===== src/rtl/burst_pkg.sv =====
package burst_pkg;
  // Strobes from the control to the datapath
  typedef struct packed {
    logic capture;  // latch the selection this cycle
    logic run;      // setting is latched, gating active
    logic advance;  // move to next slot
    logic wrap;     // current slot is the last of the period
  } burstStrobes_t;
endpackage


===== src/rtl/burst_ctrl.sv =====
module burst_ctrl
  import burst_pkg::*;
#(
  parameter int SLOT_COUNT = 15,
  localparam int SLOT_W = $clog2(SLOT_COUNT)
) (
  input  logic              clk,
  input  logic              rstN,
  input  logic              slotTick,
  input  logic [SLOT_W-1:0] slotIdx,
  output burstStrobes_t     strobes
);
  logic captured;
  logic lastSlot;

  always_ff @(posedge clk or negedge rstN) begin
    if (!rstN) captured <= 1'b0;
    else if (!captured) captured <= 1'b1;
  end

  assign lastSlot = (slotIdx == SLOT_W'(SLOT_COUNT - 1));

  always_comb begin
    strobes.capture = !captured;
    strobes.run     = captured;
    strobes.advance = captured && slotTick;
    strobes.wrap    = captured && slotTick && lastSlot;
  end
endmodule


===== src/rtl/burst_datapath.sv =====
module burst_datapath
  import burst_pkg::*;
#(
  parameter int CODE_W       = 3,
  parameter int NUM_SETTINGS = 7,
  localparam int SET_W      = $clog2(NUM_SETTINGS + 1),
  localparam int SLOT_COUNT = 2 * NUM_SETTINGS + 1,
  localparam int SLOT_W     = $clog2(SLOT_COUNT)
) (
  input  logic              clk,
  input  logic              rstN,
  input  burstStrobes_t     strobes,
  input  logic [CODE_W-1:0] selCode,
  input  logic              selValid,
  output logic [SLOT_W-1:0] slotIdx,
  output logic [SET_W-1:0]  settingOut,
  output logic              burstEn
);
  logic [SET_W-1:0]  mappedSetting;
  logic [CODE_W:0]   wideCode;
  logic              codeInRange;
  logic [SLOT_W:0]   onSlots;

  // Out-of-range or unqualified codes fall back to the lowest setting
  always_comb begin
    wideCode      = {1'b0, selCode};
    codeInRange   = selValid && (wideCode != '0) &&
                    (wideCode <= (CODE_W + 1)'(NUM_SETTINGS));
    mappedSetting = codeInRange ? SET_W'(selCode) : SET_W'(1);
  end

  always_ff @(posedge clk or negedge rstN) begin
    if (!rstN) settingOut <= '0;
    else if (strobes.capture) settingOut <= mappedSetting;
  end

  always_ff @(posedge clk or negedge rstN) begin
    if (!rstN) slotIdx <= '0;
    else if (strobes.wrap) slotIdx <= '0;
    else if (strobes.advance) slotIdx <= slotIdx + SLOT_W'(1);
  end

  // On-time is twice the setting, in slots
  assign onSlots = (SLOT_W + 1)'(settingOut) << 1;
  assign burstEn = strobes.run && ({1'b0, slotIdx} < onSlots);
endmodule


===== src/rtl/burst_duty_gen.sv =====
module burst_duty_gen
  import burst_pkg::*;
#(
  parameter int CODE_W       = 3,
  parameter int NUM_SETTINGS = 7,
  localparam int SET_W = $clog2(NUM_SETTINGS + 1)
) (
  input  logic              clk,
  input  logic              rstN,
  input  logic              slotTick,
  input  logic [CODE_W-1:0] selCode,
  input  logic              selValid,
  output logic              burstEn,
  output logic [SET_W-1:0]  settingOut
);
  localparam int SLOT_COUNT = 2 * NUM_SETTINGS + 1;
  localparam int SLOT_W     = $clog2(SLOT_COUNT);

  burstStrobes_t     strobes;
  logic [SLOT_W-1:0] slotIdx;

  burst_ctrl #(.SLOT_COUNT(SLOT_COUNT)) u_ctrl (
    .clk      (clk),
    .rstN     (rstN),
    .slotTick (slotTick),
    .slotIdx  (slotIdx),
    .strobes  (strobes)
  );

  burst_datapath #(.CODE_W(CODE_W), .NUM_SETTINGS(NUM_SETTINGS)) u_dp (
    .clk        (clk),
    .rstN       (rstN),
    .strobes    (strobes),
    .selCode    (selCode),
    .selValid   (selValid),
    .slotIdx    (slotIdx),
    .settingOut (settingOut),
    .burstEn    (burstEn)
  );
endmodule


===== config.mk =====
export PLATFORM = sky130hd
export DESIGN_NAME = burst_duty_gen
export DESIGN_NICKNAME = d
export VERILOG_FILES = /design/src/rtl/burst_pkg.sv /design/src/rtl/burst_ctrl.sv /design/src/rtl/burst_datapath.sv /design/src/rtl/burst_duty_gen.sv
export SDC_FILE = /design/constraint.sdc
export NUM_CORES = 1
export LEC_CHECK = 0
export BUFFER_PORTS_ARGS = -buffer_cell sky130_fd_sc_hd__clkbuf_2
export CORE_AREA = 8 8 45 47
export DETAILED_ROUTE_END_ITERATION = 10
export DIE_AREA = 0 0 53 55
export GPL_ROUTABILITY_DRIVEN = 0
export SLEW_MARGIN = 20
export SYNTH_ARGS = -nofsm -noshare
export SYNTH_HDL_FRONTEND = slang
export SYNTH_SLANG_ARGS = --single-unit
export TNS_END_PERCENT = 50

===== constraint.sdc =====
create_clock -name clk -period 1.4 [get_ports clk]
set_input_delay 0.28 -clock clk [delete_from_list [all_inputs] [get_ports clk]]
set_output_delay 0.28 -clock clk [all_outputs]
set_load 0.05 [all_outputs]

Yosys cells after proc, flatten, opt, wreduce, memory -nomap -nowiden
Index checks and enable logic that the tools add are counted.

Add/sub/neg operators: 1. Multiply operators: 0. Divide/modulo/power cells: 0. Magnitude comparators: 1. Equal/unequal tests: 1. Shift operators: 0. Multiplexer cells: 3. Bitwise logic cells: 0. Reductions and logical operators: 6.

Operators with widths (number): $mux 4 (2); $add 4x1->4 const B (1); $eq 4x4->1 const B (1); $logic_and 1x1->1 (4); $lt 4x4->1 (1); $mux 3 (1); $reduce_bool 3->1 (1); $reduce_bool 2->1 (1).

Register bits: 8. Bits in latches: 0. Memory bits (writable): 0. Bits in read-only memories: 0. Input port bits: 7. Output and inout port bits: 4. Logic and storage cells: 15. Memories: 0.

Longest topological paths before layout
Gate-level depths: netlist (run 1).

Depth after elaboration: 3. Gate-level depth with buffers: 5. Gate-level depth less buffers: 5.

Modules after synthesis
A second synthesis (run 1) with hierarchy kept.

Cells, all modules: 41. Area, all modules: 410.4 µm².

Modules (own cells, without submodules): burst_datapath (times used 1, cells each 34, area an instance 346.6 µm², sequential area each 175.2 µm²); burst_ctrl (times used 1, cells each 7, area an instance 63.8 µm², sequential area each 25.0 µm²).

Least setup slack after synthesis (run 1)
OpenSTA, ideal clock, no wires.

Path kind: flip-flop to output port. Start: register u_dp.settingOut[1]. End: output burstEn. Arrival time: 1.637 ns. Data required time: 1.120 ns. Setup slack: -0.517 ns. Stages on the path, launching flop included: 5. Path buffers: 0. Path through: dfrtp_1 -> inv_1 -> ha_1 -> a21o_1 -> a21oi_2.

Cells in the longest elaborated chain, start to end: 2.

RTL lines: start, declared (line burst_datapath.sv:16) `output logic [SET_W-1:0] settingOut,`; start signal, assigned (line burst_datapath.sv:34) `else if (strobes.capture) settingOut <= mappedSetting;`; $lt 4x4->1 (line burst_datapath.sv:45) `assign burstEn = strobes.run && ({1'b0, slotIdx} < onSlots);`; $logic_and 1x1->1 (line burst_datapath.sv:45); end, declared (line burst_duty_gen.sv:13) `output logic burstEn,`.

No other way between the ends.

Worst setup path after layout (run 1)
Start: register u_dp.slotIdx[2]. End: output burstEn.

Cells in the longest elaborated chain, start to end: 2.

RTL lines: start, declared (line burst_datapath.sv:15) `output logic [SLOT_W-1:0] slotIdx,`; start signal, assigned (line burst_datapath.sv:40) `else if (strobes.advance) slotIdx <= slotIdx + SLOT_W'(1);`; $lt 4x4->1 (line burst_datapath.sv:45); $logic_and 1x1->1 (line burst_datapath.sv:45).

No other way between the ends.

==> flow_metrics.tcl, run 1 <==
set metrics [dict create \
    post-route-util_pct 45.3 \
    power.density_nw_per_um2 1690 \
    end_kind "output port" \
    die_h_um 55 \
    h-tree-depth 1 \
    clkSinkCount 8 \
    start_util_pct 32.5 \
    insertion_delay_ns 0.26 \
    grt_pass1_wl_um 1730 \
    synth_nets 57 \
    num_rows 14 \
    skew_ns 0.00138 \
    post-place-ws_ns -0.0134 \
    min_period_ns 1.68 \
    n_antenna_cell 0 \
    syn_area_per_cell_um2 9.76 \
    layout_setup_ws_ns -0.279 \
    reg2reg_depth 4 \
    port_buffers 10 \
    ant_nets 0 \
    cap_viol_max_count 0 \
    hp-class "primary input to flip-flop" \
    die_width_um 53 \
    ys_warn_count 0 \
    hpwl_um 720 \
    start_kind "flip-flop" \
    rrSetupSlack_ns 0.19 \
    violations "negative setup slack" \
    path_class "flip-flop to output port" \
    setup_violations 1 \
    finalPower_w 0.00106 \
    required_ns 1.12 \
    core_area_um2 1380 \
    critPathTopFamily "flip-flops" \
    cp_num_buf_inv 1 \
    tns_ns -0.279 \
    root_buffer "clkbuf_4" \
    area_delta_synth_final_pct 39.6 \
    first_pass_iters 4 \
    finalNetCount 78 \
    r2r-start "u_dp.slotIdx[1]$_DFFE_PN0P_" \
    yosys.cell_types.count 19 \
    p_leak_nw 0.307 \
    cts_made_buffers 3 \
    drive_gt1_share_pct 42.4 \
    r2r_end "u_dp.slotIdx[1]$_DFFE_PN0P_" \
    grt_pass1_vias 424 \
    detailroute.via_count 386 \
    synth-seq-cells 8 \
    finalMaxSlewViolations 0 \
    fmax_mhz 596 \
    final_common_cell "clkbuf_2" \
    grt_usage_pct 8.59 \
    grt_max_degree 9 \
    outcome "complete, but fails checks" \
    min_to "u_dp.settingOut[1]$_DFFE_PN0N_" \
    synthCells 46 \
    seq_area_frac_synth_pct 44.6 \
    io_pins 11 \
    final_cell_mix "clkbuf_2, nand2_1, buf_4, dfrtp_1, o21ai_0" \
    path_clk_slew_ns 0.06 \
    arrival_ns 1.40 \
    cts_tree "yes" \
    crit_cells 4 \
    drtIter0Drc 12 \
    drc_errors 0 \
    period_share_pct 120 \
    overflow 0 \
    critPathMaxStageDelay_ns 0.41 \
    antenna_found_initial 0 \
    crit_chain "ha_4 -> a21o_1 -> a21oi_4 -> buf_12" \
    vdd_drop_max_mv 0.525 \
    dieArea_um2 2920 \
    post_drt_wl_per_cell_um 10.9 \
    rsz0062_at_grt "yes" \
    netlist_area_um2 449 \
    via_per_inst 4.71 \
    slowest_stage "dfrtp_1" \
    crit_path_max_fanout 2 \
    clock_path_buffers 2 \
    whs_path_depth 3 \
    worstHoldStart "selCode[1]" \
    final_hold_viol_count 0 \
    routed_wl_um 897 \
]
[state kept, by name, summed over array words and instances (netlist names)]
| name | cells |
|---|---|
| u_dp.slotIdx | 4 |
| u_ctrl.captured | 1 |
| u_dp.settingOut | 3 |
[worst reg2reg max path, cell delays in order, from the launching register on]
cell     delay, ns
dfrtp_1       0.37
buf_4         0.15
ha_1          0.21
and3_4        0.17
o31ai_1       0.22
[layout make-up]
type / count / area, µm²
Multi-Input combinational cell: 33 / 243
Clock buffer: 4 / 26.3
Inverter: 4 / 15.0
Timing Repair Buffer: 17 / 120
Tap cell: 16 / 20.0
Fill cell: 135 / 757
Sequential cell: 8 / 203
[through the flow]
step	hold slack (ns)	std cells	area, µm²
2_1_floorplan	-0.0156	46	472
3_3_place_gp	0.140	76	583
3_5_place_dp	0.142	76	583
4_1_cts	0.242	82	627
5_1_grt	0.247	82	627
6_report	0.247	82	627
[cell families after synthesis]
group | share of synthesized area [%]
buf+inv | 5.85
flops | 44.6
fa+ha+maj | 11.1
simple gates | 20.1
compound gates | 17.5
other cells | 0.835
[Yosys cell counts]
cell	instances	area [µm²]
o21ai_0	5	25.0
conb_1	1	3.75
nor4b_1	1	8.76
ha_1	4	50.1
and3_4	1	11.3
nand3_1	1	5.00
nand2_2	1	6.26
nand3_2	1	10.0
dfrtp_1	8	200
nand2b_1	2	12.5
a21oi_1	3	15.0
o31ai_1	2	15.0
a21o_1	2	15.0
nor2_1	1	3.75
buf_6	1	11.3
nor3_2	1	10.0
nand2_1	6	22.5
a21oi_2	1	8.76
inv_1	4	15.0
[where the power goes]
part / internal, W / total, W / switching [W] / leakage, nW
combinational: 0.000261 / 0.000522 / 0.000261 / 0.197
sequential: 0.000288 / 0.000336 / 0.0000475 / 0.0948
clock: 0.000110 / 0.000199 / 0.0000896 / 0.0150
total: 0.000659 / 0.00106 / 0.000398 / 0.307
[metal layers]
layer	global-route usage, %	wire [µm]	vias up
li1	-	-	199
met1	7.45	358	177
met2	15.8	471	6
met3	3.21	45	4
met4	6.47	21	0
met5	0	0	-
[worst max path at each step]
stage                              startpoint  endpoint
2_1_floorplan  u_dp.settingOut[1]$_DFFE_PN0N_   burstEn
3_3_place_gp   u_dp.settingOut[1]$_DFFE_PN0N_   burstEn
3_5_place_dp      u_dp.slotIdx[2]$_DFFE_PN0P_   burstEn
4_1_cts           u_dp.slotIdx[2]$_DFFE_PN0P_   burstEn
5_1_grt           u_dp.slotIdx[2]$_DFFE_PN0P_   burstEn
6_report          u_dp.slotIdx[2]$_DFFE_PN0P_   burstEn
[repair_timing]
item,4_1_cts,5_1_grt
setup buffers,1,0
hold buffers,1,0
hold endpoints to repair,8,0
gates resized for setup,0,0
endpoints found under the setup margin,1,1
Note: power is estimated with default switching activity, not from simulation.
==> inputs of run 2 (changes only) <==
--- a/config.mk
+++ b/config.mk
@@ -6,9 +6,9 @@
 export NUM_CORES = 1
 export LEC_CHECK = 0
 export BUFFER_PORTS_ARGS = -buffer_cell sky130_fd_sc_hd__clkbuf_2
-export CORE_AREA = 8 8 45 47
+export CORE_AREA = 2 2 39 41
 export DETAILED_ROUTE_END_ITERATION = 10
-export DIE_AREA = 0 0 53 55
+export DIE_AREA = 0 0 41 43
 export GPL_ROUTABILITY_DRIVEN = 0
 export SLEW_MARGIN = 20
 export SYNTH_ARGS = -nofsm -noshare
==> run 2 against run 1 <==
Against the previous run: the flow still finishes with violations (negative setup slack); sequential share of layout area up 0.46 points; critical endpoint unchanged; via count is 3.4% lower; count of clock-buffer cells in the layout fell by 1; maximum frequency up 0.96%; clock power down 9.5%; non-clock buffer count unchanged; total power is 5.3% lower; combinational power is 6.5% lower; highest routed layer unchanged; worst setup slack gained 0.016 ns; sequential power hardly changed; critical path depth is the same.
==> flow_metrics.tcl, run 2 (synthesis results as in run 1) <==
set metrics [dict create \
    nFillCells 139 \
    path_class "flip-flop to output port" \
    dpl_cell_area_um2 576 \
    cts_setup_buffers 0 \
    drive_gt1_share_pct 43.1 \
    violations "negative setup slack" \
    p_sw_share_pct 38.2 \
    cts_tree "yes" \
    drc_errors 0 \
    die_h_um 43 \
    outcome "complete, but fails checks" \
    reg.largest.list "u_dp.slotIdx (4), u_dp.settingOut (3), u_ctrl.captured (1)" \
    clkSinkCount 8 \
    power_frac_seq_pct 33.3 \
    vdd_drop_max_mv 0.641 \
    post-place-ws_ns -0.115 \
    end_kind "output port" \
    layout_setup_ws_ns -0.263 \
    dieArea_um2 1760 \
    die_width_um 41 \
    final_common_cell "clkbuf_2" \
    path_clk_slew_ns 0.06 \
    grt_max_degree 10 \
    insertion_delay_ns 0.25 \
    via_per_inst 4.60 \
    finalNetCount 78 \
    skew_ns 0.00360 \
    grt_pass1_vias 353 \
    largest_register "u_dp.slotIdx" \
    overflow 0 \
    power.density_nw_per_um2 1620 \
    fmax_mhz 601 \
    grt_pass1_wl_um 1460 \
    cts_made_buffers 3 \
    combinationalPowerShare_pct 48.7 \
    cap_viol_max_count 0 \
    holdWs_ns 0.261 \
    p_int_w 0.000618 \
    required_ns 1.12 \
    tns_ns -0.263 \
    root_buffer "clkbuf_4" \
    p_clk_share_pct 17.9 \
    num_rows 14 \
    drtIter0Drc 2 \
    ant_nets 0 \
    final_cell_mix "clkbuf_2, nand2_1, buf_4, dfrtp_1, o21ai_0" \
    min_period_ns 1.66 \
    core_area_um2 1380 \
    routed_wl_um 814 \
    hpwl_um 653 \
    stdcell_area_um2 618 \
    arrival_ns 1.38 \
    post_drt_wl_per_cell_um 10.0 \
    clock_path_buffers 2 \
    finalMaxSlewViolations 0 \
    h-tree-depth 1 \
    area_delta_synth_final_pct 37.6 \
    setup_violations 1 \
    period_share_pct 119 \
    p_leak_nw 0.304 \
    power.switching_w 0.000382 \
    antenna_found_initial 0 \
    n_antenna_cell 0 \
    start_util_pct 32.5 \
    first_pass_iters 3 \
    port_buffers 10 \
    start_kind "flip-flop" \
    largest_register_ffs 4 \
    detailroute.via_count 373 \
    hp-class "primary input to flip-flop" \
    rsz0062_at_grt "yes" \
    grt_usage_pct 13.5 \
    io_pins 11 \
    final_hold_viol_count 0 \
    crit_path_max_fanout 2 \
]
## run 2: cell count changes in the layout (fill, tap and decap cells not counted)
cell / change
clkbuf_1: -1
buf_12: -1
buf_8: +1
## run 2: routing by layer
layer  vias up  wire, µm  global-route usage, %
li1        196         -                      -
met4         0        37                   12.0
met3         4        24                   4.71
met5         -         0                      0
met1       166       385                   15.8
met2         7       367                   18.4
## run 2: path summary, 6_finish.rpt
kind	start	endpoint	slack, ns	cells after the start
setup / recovery	u_dp.slotIdx[2]$_DFFE_PN0P_	burstEn	-0.26	4
hold / removal	selCode[1]	u_dp.settingOut[1]$_DFFE_PN0N_	0.26	3
setup reg to reg	u_dp.slotIdx[0]$_DFFE_PN0P_	u_dp.slotIdx[1]$_DFFE_PN0P_	0.19	4
hold reg to reg	u_dp.settingOut[0]$_DFFE_PN0N_	u_dp.settingOut[0]$_DFFE_PN0N_	0.54	2
max in group asynchronous	rstN	u_dp.settingOut[1]$_DFFE_PN0N_	0.80	2
min in group asynchronous	rstN	u_dp.slotIdx[0]$_DFFE_PN0P_	0.40	2
## run 2: worst max-delay path: stages, from the launching register on
cell     delay [ns]
dfrtp_1        0.41
ha_4           0.24
a21o_1         0.18
a21oi_4        0.13
buf_8          0.15
## run 2: stage by stage
stage | util (%) | instances | total power [W]
final | 44.7 | 81 | 0.00100
after global routing | 44.7 | 81 | 0.00109
after CTS | 44.6 | 81 | 0.00101
after detailed placement | 41.6 | 77 | 0.000796
after global placement | 41.6 | 77 | 0.000788
after floorplan | - | 46 | 0.000643
## run 2: timing repair
item	4_1_cts	5_1_grt
gates resized for setup	2	1
pin swaps	1	0
endpoints found under the setup margin	1	1
endpoints found under the hold margin	8	0
hold buffers	1	0
## run 2: layout make-up
class,count,area [µm²],share of cell area (%)
multi-input combinational,33,243,39.3
timing repair buffer,17,115,18.6
sequential,8,203,32.8
tap,16,20.0,3.24
clock buffer,3,22.5,3.64
inverter,4,15.0,2.43
## run 2: power by group through the flow
stage / clock (W) / combinational, W / sequential, W
2_1_floorplan: 0 / 0.000262 / 0.000381
3_3_place_gp: 0 / 0.000453 / 0.000335
3_5_place_dp: 0 / 0.000456 / 0.000340
4_1_cts: 0.000187 / 0.000484 / 0.000336
5_1_grt: 0.000198 / 0.000547 / 0.000346
6_report: 0.000180 / 0.000488 / 0.000334
==> inputs of run 3 (changes only) <==
==> constraint.sdc (replaced) <==
create_clock -name clk -period 1.33 [get_ports clk]
set_input_delay 0.266 -clock clk [delete_from_list [all_inputs] [get_ports clk]]
set_output_delay 0.266 -clock clk [all_outputs]
set_load 0.05 [all_outputs]
==> run 3 against run 2 <==
Against the previous run: the run still ends with negative setup slack left; sequential share of layout area down 0.59 points; cell area up 1.8%; combinational power up 9.6%; worst hold slack worse by 0.023 ns; sequential power up 4%; total power up 8.7%; largest power group unchanged; register-to-register slack worse by 0.05 ns; count of clock-buffer cells in the layout up 1; critical path type unchanged; via count up 2.7%; die area unchanged.
==> flow_metrics.tcl, run 3 (synthesis results as in run 1) <==
set metrics [dict create \
    outcome "complete, but fails checks" \
    cts_tree "yes" \
    slowest_stage "dfrtp_1" \
    n_antenna_cell 0 \
    reg.largest.list "u_dp.slotIdx (4), u_dp.settingOut (3), u_ctrl.captured (1)" \
    wl_met2_um 432 \
    crit_path_max_fanout 2 \
    arrival_ns 1.37 \
    via_per_inst 4.61 \
    crit_chain "ha_4 -> a21o_1 -> a21oi_4 -> buf_8" \
    fmax_mhz 611 \
    power.density_nw_per_um2 1730 \
    hp-class "primary input to flip-flop" \
    grt_usage_pct 12.8 \
    ant_nets 0 \
    critPathMaxStageDelay_ns 0.41 \
    required_ns 1.06 \
    layout_setup_ws_ns -0.306 \
    grt_max_degree 10 \
    min_period_ns 1.64 \
    final_cell_mix "clkbuf_2, buf_4, nand2_1, dfrtp_1, o21ai_0" \
    drive_gt1_share_pct 43.3 \
    core_area_um2 1380 \
    die_width_um 41 \
    root_buffer "clkbuf_4" \
    wl_met1_um 399 \
    routed_wl_um 887 \
    post-place-ws_ns -0.155 \
    vdd_drop_max_mv 0.532 \
    h-tree-depth 1 \
    finalMaxSlewViolations 0 \
    maxUsedRoutingLayer "met4" \
    setup_violations 1 \
    p_leak_nw 0.310 \
    path_class "flip-flop to output port" \
    clock_path_buffers 2 \
    io_pins 11 \
    rsz0062_at_grt "yes" \
    insertion_delay_ns 0.26 \
    period_share_pct 123 \
    first_pass_iters 4 \
    largest_register_ffs 4 \
    hpwl_um 712 \
    cap_viol_max_count 0 \
    end_kind "output port" \
    finalNetCount 79 \
    violations "negative setup slack" \
    grt_pass1_vias 329 \
    finalPower_w 0.00109 \
    wl_met3_um 40 \
    num_rows 14 \
    dieArea_um2 1760 \
    cts_made_buffers 3 \
    port_buffers 10 \
    final_hold_viol_count 0 \
    antenna_found_initial 0 \
    nFillCells 147 \
    start_util_pct 32.5 \
    cts_setup_buffers 0 \
    path_clk_slew_ns 0.06 \
    finalNonFillerCells 83 \
    post_drt_wl_per_cell_um 10.7 \
    post-place-cells 78 \
    skew_ns 0.00218 \
    start_kind "flip-flop" \
    final_common_cell "clkbuf_2" \
    area_delta_synth_final_pct 40.1 \
    clkSinkCount 8 \
    die_h_um 43 \
    drtIter0Drc 6 \
    grt_pass1_wl_um 1380 \
    detailroute.via_count 383 \
    largest_register "u_dp.slotIdx" \
    overflow 0 \
    drc_errors 0 \
]
run 3: area by class of cell:
type	instances	area, µm²	area share (%)
multi-input cells	33	243	38.6
repair buffers	18	123	19.5
well taps	16	20.0	3.18
flip-flops and latches	8	203	32.2
clock buffers	4	26.3	4.17
inverters	4	15.0	2.39
run 3: worst paths after layout:
check                      slack (ns)  cells after the start                      startpoint                        endpoint
max in group asynchronous        0.74                      2                            rstN  u_dp.settingOut[2]$_DFFE_PN0N_
min                              0.24                      3                      selCode[2]  u_dp.settingOut[2]$_DFFE_PN0N_
min in group asynchronous        0.39                      2                            rstN       u_ctrl.captured$_DFF_PN0_
min reg2reg                      0.57                      2  u_dp.settingOut[0]$_DFFE_PN0N_  u_dp.settingOut[0]$_DFFE_PN0N_
max                             -0.31                      4     u_dp.slotIdx[2]$_DFFE_PN0P_                         burstEn
max reg2reg                      0.14                      4     u_dp.slotIdx[1]$_DFFE_PN0P_     u_dp.slotIdx[1]$_DFFE_PN0P_
run 3: layer usage:
metal  vias up  global-route usage (%)
li1        199                       -
met1       175                    14.6
met2         7                    18.1
met3         2                    4.71
met4         0                    10.0
met5         -                       0
run 3: power breakdown:
group	internal, W	total [W]	leakage (nW)	switching [W]
clock	0.000115	0.000205	0.0150	0.0000894
combinational	0.000253	0.000535	0.201	0.000282
sequential	0.000304	0.000348	0.0948	0.0000440
total	0.000672	0.00109	0.310	0.000416
run 3: worst max-delay path, delay by kind of cell, from the launching register on:
| kind | cells | cell delay [ns] |
|---|---|---|
| fa+ha+maj | 1 | 0.24 |
| buf+inv | 1 | 0.16 |
| compound gates | 2 | 0.30 |
| flops | 1 | 0.41 |
run 3: metrics by stage:
stage / area [µm²] / TNS (ns) / util, % / hold WS [ns]
2_1_floorplan: 472 / -0.247 / - / -0.0296
3_5_place_dp: 583 / -0.155 / 42.1 / 0.129
6_report: 629 / -0.306 / 45.5 / 0.239
4_1_cts: 628 / -0.336 / 45.4 / 0.237
5_1_grt: 629 / -0.353 / 45.5 / 0.255
3_3_place_gp: 583 / -0.144 / 42.1 / 0.125
run 3: repair_timing:
item	in CTS	in global routing
pin swaps	1	0
gates resized for setup	2	1
setup endpoints to repair	1	1
hold buffers	1	0
cloned	0	0
hold endpoints to repair	8	0
